`src/rtl/rfsh_pkg.sv`:
```
package rfsh_pkg;
  typedef enum logic [1:0] {
    ST_IDLE = 2'd0,
    ST_PEND = 2'd1,
    ST_BUSY = 2'd2
  } rfsh_state_e;

  localparam logic [1:0] SEL_IVAL = 2'd0;
  localparam logic [1:0] SEL_ADDR = 2'd1;
  localparam logic [1:0] SEL_EN   = 2'd2;
endpackage

```
`src/rtl/rfsh_cfg_regs.sv`:
```
module rfsh_cfg_regs
  import rfsh_pkg::*;
#(
  parameter int CFG_W  = 12,
  parameter int IVAL_W = 8,
  parameter int ADDR_W = 12
) (
  input  logic              clk,
  input  logic              rst,
  input  logic              cfg_we,
  input  logic [1:0]        cfg_sel,
  input  logic [CFG_W-1:0]  cfg_wdata,
  output logic [IVAL_W-1:0] ival_q,
  output logic [ADDR_W-1:0] addr_q,
  output logic              en_q,
  output logic              ival_wr
);
  // bits left over for the narrower registers are intentionally not stored
  logic unused_wdata;
  assign unused_wdata = ^cfg_wdata;

  assign ival_wr = cfg_we && (cfg_sel == SEL_IVAL);

  always_ff @(posedge clk) begin
    if (rst) begin
      ival_q <= '0;
      addr_q <= '0;
      en_q   <= 1'b0;
    end else if (cfg_we) begin
      case (cfg_sel)
        SEL_IVAL: ival_q <= cfg_wdata[IVAL_W-1:0];
        SEL_ADDR: addr_q <= cfg_wdata[ADDR_W-1:0];
        SEL_EN:   en_q   <= cfg_wdata[0];
        default:  ;
      endcase
    end
  end
endmodule

```
`src/rtl/rfsh_tick_timer.sv`:
```
module rfsh_tick_timer #(
  parameter int IVAL_W   = 8,
  parameter int PRESCALE = 32
) (
  input  logic              clk,
  input  logic              rst,
  input  logic              run,
  input  logic              restart,
  input  logic [IVAL_W-1:0] ival,
  output logic              elapse
);
  localparam int PRE_W = (PRESCALE > 1) ? $clog2(PRESCALE) : 1;

  logic              pre_wrap;
  logic              hold;
  logic [IVAL_W-1:0] int_q;
  logic              last_unit;

  assign hold = rst || !run || restart;

  generate
    if (PRESCALE > 1) begin : g_pre
      logic [PRE_W-1:0] pre_q;
      assign pre_wrap = (pre_q == PRE_W'(PRESCALE - 1));
      always_ff @(posedge clk) begin
        if (hold)          pre_q <= '0;
        else if (pre_wrap) pre_q <= '0;
        else               pre_q <= pre_q + PRE_W'(1);
      end
    end else begin : g_nopre
      assign pre_wrap = 1'b1;
    end
  endgenerate

  assign last_unit = (int_q == ival - IVAL_W'(1));
  assign elapse    = !hold && pre_wrap && last_unit;

  always_ff @(posedge clk) begin
    if (hold)           int_q <= '0;
    else if (pre_wrap)  int_q <= last_unit ? '0 : int_q + IVAL_W'(1);
  end
endmodule

```
`src/rtl/rfsh_req_fsm.sv`:
```
module rfsh_req_fsm
  import rfsh_pkg::*;
#(
  parameter int DEBT_W = 3
) (
  input  logic              clk,
  input  logic              rst,
  input  logic              active,
  input  logic              elapse,
  input  logic              grant,
  input  logic              done,
  output logic              req,
  output logic              busy,
  output logic [DEBT_W-1:0] debt
);
  localparam logic [DEBT_W-1:0] DEBT_MAX = {DEBT_W{1'b1}};

  rfsh_state_e       state_q;
  logic [DEBT_W-1:0] debt_q;

  always_ff @(posedge clk) begin
    if (rst) begin
      state_q <= ST_IDLE;
      debt_q  <= '0;
    end else begin
      case (state_q)
        ST_IDLE: if (elapse) state_q <= ST_PEND;
        ST_PEND: begin
          if (!active) begin
            state_q <= ST_IDLE;
            debt_q  <= '0;
          end else begin
            if (grant) state_q <= ST_BUSY;
            if (elapse && debt_q != DEBT_MAX) debt_q <= debt_q + DEBT_W'(1);
          end
        end
        ST_BUSY: begin
          if (done) begin
            if (active && debt_q != '0) begin
              state_q <= ST_PEND;
              debt_q  <= debt_q - DEBT_W'(1);
            end else begin
              state_q <= ST_IDLE;
              if (!active) debt_q <= '0;
            end
          end
        end
        default: state_q <= ST_IDLE;
      endcase
    end
  end

  assign req  = (state_q == ST_PEND);
  assign busy = (state_q == ST_BUSY);
  assign debt = debt_q;
endmodule

```
`src/rtl/refresh_sched.sv`:
```
module refresh_sched
  import rfsh_pkg::*;
#(
  parameter int ADDR_W   = 12,
  parameter int IVAL_W   = 8,
  parameter int PRESCALE = 32,
  parameter int DEBT_W   = 3,
  parameter int CFG_W    = (ADDR_W > IVAL_W) ? ADDR_W : IVAL_W
) (
  input  logic              clk,
  input  logic              rst,
  input  logic              cfg_we,
  input  logic [1:0]        cfg_sel,
  input  logic [CFG_W-1:0]  cfg_wdata,
  input  logic              ref_grant,
  input  logic              seq_done,
  output logic              ref_req,
  output logic [ADDR_W-1:0] ref_addr
);
  logic [IVAL_W-1:0] ival_q;
  logic              en_q;
  logic              ival_wr;
  logic              active;
  logic              busy;
  logic              elapse;
  logic [DEBT_W-1:0] debt;

  rfsh_cfg_regs #(.CFG_W(CFG_W), .IVAL_W(IVAL_W), .ADDR_W(ADDR_W)) u_regs (
    .clk(clk), .rst(rst), .cfg_we(cfg_we), .cfg_sel(cfg_sel),
    .cfg_wdata(cfg_wdata), .ival_q(ival_q), .addr_q(ref_addr),
    .en_q(en_q), .ival_wr(ival_wr)
  );

  assign active = en_q && (ival_q != '0);

  rfsh_tick_timer #(.IVAL_W(IVAL_W), .PRESCALE(PRESCALE)) u_timer (
    .clk(clk), .rst(rst), .run(active && !busy), .restart(ival_wr),
    .ival(ival_q), .elapse(elapse)
  );

  rfsh_req_fsm #(.DEBT_W(DEBT_W)) u_fsm (
    .clk(clk), .rst(rst), .active(active), .elapse(elapse),
    .grant(ref_grant), .done(seq_done), .req(ref_req), .busy(busy),
    .debt(debt)
  );
endmodule

```
`config.mk`:
```
export PLATFORM = sky130hd
export DESIGN_NAME = refresh_sched
export DESIGN_NICKNAME = d
export VERILOG_FILES = /design/src/rtl/rfsh_pkg.sv /design/src/rtl/rfsh_cfg_regs.sv /design/src/rtl/rfsh_tick_timer.sv /design/src/rtl/rfsh_req_fsm.sv /design/src/rtl/refresh_sched.sv
export SDC_FILE = /design/constraint.sdc
export NUM_CORES = 1
export LEC_CHECK = 0
export BUFFER_PORTS_ARGS = -buffer_cell sky130_fd_sc_hd__buf_2
export CORE_UTILIZATION = 40
export CTS_CLUSTER_DIAMETER = 50
export DETAILED_ROUTE_END_ITERATION = 12
export PLACE_DENSITY = 0.6
export SLEW_MARGIN = 0
export SYNTH_ARGS = -nofsm -noshare
export SYNTH_HDL_FRONTEND = slang
export SYNTH_SLANG_ARGS = --single-unit
```
`constraint.sdc`:
```
create_clock -name clk -period 2.7 [get_ports clk]
set_clock_uncertainty 0.05 [all_clocks]
set_input_delay 0.135 -clock clk [delete_from_list [all_inputs] [get_ports clk]]
set_output_delay 0.135 -clock clk [all_outputs]
set_load 0.02 [all_outputs]
```
==> flow_summary.toml <==
[status]
outcome = "complete, no violations"

[setup_path]
worst-path-max-fanout = 6
critPathLaunchType = "flop"
critPathRequiredTime_ns = 2.82
r2r-end = "u_fsm.debt[2]"
setup.worst_path.start = "u_regs.ival_q[0]"
cp-endpoint = "u_fsm.debt[2]"
path_class = "flop to flop"
reg2reg_slack_ns = 0.21
r2r_cells = 8
reg2reg_from = "u_regs.ival_q[0]"
cp-end-kind = "flop"
arrival_ns = 2.61

[placed_design]
dp_hpwl_um = 3059
port_buffers = 31
finalWeightedCongestion = 0.7774
placed_area_um2 = 2227
post-place-ws_ns = 0.2356

[job]
maxCapViolCount = 0

[cells_and_area]
layout_common_cells = "dfxtp_1, nor2_1, buf_2"
fillCellCount = 503
drive_gt1_share_pct = 21.21
final_common_cell = "dfxtp_1"
final_cell_area_um2 = 2360
antenna_cells = 0
area_growth_pct = 19.37
nNetsFinal = 291

[power_and_ir_drop]
p_leak_uw = 0.001055
total_power_uw = 1259
p_per_area_nw_per_um2 = 533.6
ir_drop_mv = 0.2740

[clocking]
tritoncts = "yes"
numCtsBuffers = 5
cts.htree.levels = 2
clock-sinks = 39
hold_buffers = 0
path_clk_slew_ns = 0.08
root_buffer = "clkbuf_8"
clock_path_buffers = 2
cts_resized = 0
clock_latency_ns = 0.29
post_cts.repair.setup_buffers = 0

[global_routing]
grt_pass1_vias = 1436
met3_usage_pct = 4.167
use_met2_pct = 26.17
grt_pass1_wl_um = 6686
grt_util_met1_pct = 21.76
grt-ovfl-total = 0
antenna_found_initial = 0
grt_usage_pct = 16.50
top_usage_layer = "met2"
grt_max_degree = 31

[detailed_routing]
drtIter0Drc = 48
avgRoutedWirePerCell_um = 11.85
vias = 1634
ant_nets = 0
drc = 0
viasPerCell = 4.937
drt-pass1-iter-count = 4
wl_um = 3924

[timing]
finalSetupTns_ns = 0
worst_slack_ns = 0.2138
fmax_mhz = 402.2
rsz0062_at_grt = "false"
maxSlewHeadroom_pct = 47.48
slew_viol_final = 0
post-route-min-period_ns = 2.486
hold_viol = 0
final.period_utilization_pct = 92.08
tightest_slew_ns = 0.7854
finalSetupViolCount = 0

[yosys]
synth_top_area_cell = "dfxtp_1"
syn-instance-count = 226
synth_top_area_share_pct = 39.49
avgSynthCellArea_um2 = 8.747
ys.flop_type = "dfxtp_1"
ys_top_cells_by_area = "dfxtp_1, mux2i_1, nor2_1"
synthesis.area_um2 = 1977
synthArstFlopShare_pct = 0
yosysUniqueCellTypes = 41
ys_ff_latch = 39
synth_edf_count = 0
ys_seq_area_share_pct = 39.49
syn-num-nets = 254
yosysWarnings = 0

[floorplan]
num_rows = 25
die_area_um2 = 5227
initial_utilization_pct = 41.58
die_width_um = 72.30
core_area_um2 = 4755
fp.dieH_um = 72.30
io_pins = 32

[hold_path]
hold_path_class = "primary input to flop"
worst max-delay path, stage by stage, from the launching register on:
cell     delay, ns
dfxtp_1       0.44
inv_1         0.09
ha_1          0.19
or4b_2        0.20
o21ai_2       0.06
or4_4         0.45
or3_1         0.38
o21ba_2       0.23
mux2_2        0.27
cell usage after synthesis (all sizes together), types with 3 or more instances:
cell type and instances:
a21oi 18, nor3 6, xor2 10, ha 9, mux2i 13, dfxtp 39, nand2 23, nand2b 3
clkbuf 3, nand4 3, nor2b 3, or3 4, nor2 34, xnor2 6, inv 10, mux2 4
nand3b 6, o21ai 4
sequential cells by signal (all words and copies together), names as in the netlist:
signal	cells
u_regs.en_q	1
u_regs.ival_q	8
u_fsm.state_q	2
u_regs.addr_q	12
u_timer.g_pre.pre_q	5
u_timer.int_q	8
u_fsm.debt	3
power breakdown:
group / leakage [uW] / internal [uW] / total, uW / switching, uW
Sequential: 0.000316 / 586 / 595 / 9.17
Clock: 0.0000654 / 369 / 563 / 194
Combinational: 0.000674 / 44.7 / 101 / 56.4
Total: 0.00105 / 1000 / 1260 / 260
stage by stage:
| step | hold slack [ns] | util [%] | instances |
|---|---|---|---|
| 2_1_floorplan | 0.2210 | - | 226 |
| 3_5_place_dp | 0.3325 | 46.84 | 323 |
| 4_1_cts | 0.03103 | 49.63 | 331 |
| 5_1_grt | 0.03274 | 49.63 | 331 |
| 3_3_place_gp | 0.3217 | 46.84 | 323 |
| 6_report | 0.03563 | 49.63 | 331 |
worst min-delay path by stage:
stage	start	end	slack [ns]	cells past startpoint
2_1_floorplan	cfg_wdata[7]	u_regs.ival_q[7]	0.22	2
3_3_place_gp	cfg_wdata[9]	u_regs.addr_q[9]	0.32	3
3_5_place_dp	cfg_wdata[9]	u_regs.addr_q[9]	0.33	3
4_1_cts	cfg_wdata[9]	u_regs.addr_q[9]	0.03	3
5_1_grt	cfg_wdata[9]	u_regs.addr_q[9]	0.03	3
6_report	ref_grant	u_fsm.state_q[1]	0.04	3
layer usage:
| layer | wire length [um] | share of wire (%) | vias to the layer above |
|---|---|---|---|
| li1 | - | - | 850 |
| met5 | 0 | 0 | - |
| met3 | 92 | 2.3 | 4 |
| met1 | 1912 | 49 | 764 |
| met2 | 1872 | 48 | 16 |
| met4 | 47 | 1.2 | 0 |
kinds of logic (layout without fill, tap and decap cells):
kind of cell,Yosys count,count (layout),synth area share [%]
and+or+nand+nor,96,96,24.56
buffers and inverters,15,53,2.848
AOI/OAI and AO/OA,34,34,11.45
muxes,17,17,8.860
adders and majority gates,9,9,5.696
xor gates and xnor gates,16,16,7.088
DFF,39,39,39.49
layout make-up:
class	count	area, um2	share of cell area, %
Tap cell	67	83.83	3.552
Sequential cell	39	780.7	33.09
Multi-Input combinational cell	172	1140	48.30
Inverter	10	37.54	1.591
Timing Repair Buffer	35	185.2	7.847
Clock buffer	6	72.57	3.075
Clock inverter	2	60.06	2.545
No activity file was read; power rests on OpenSTA's default activity.
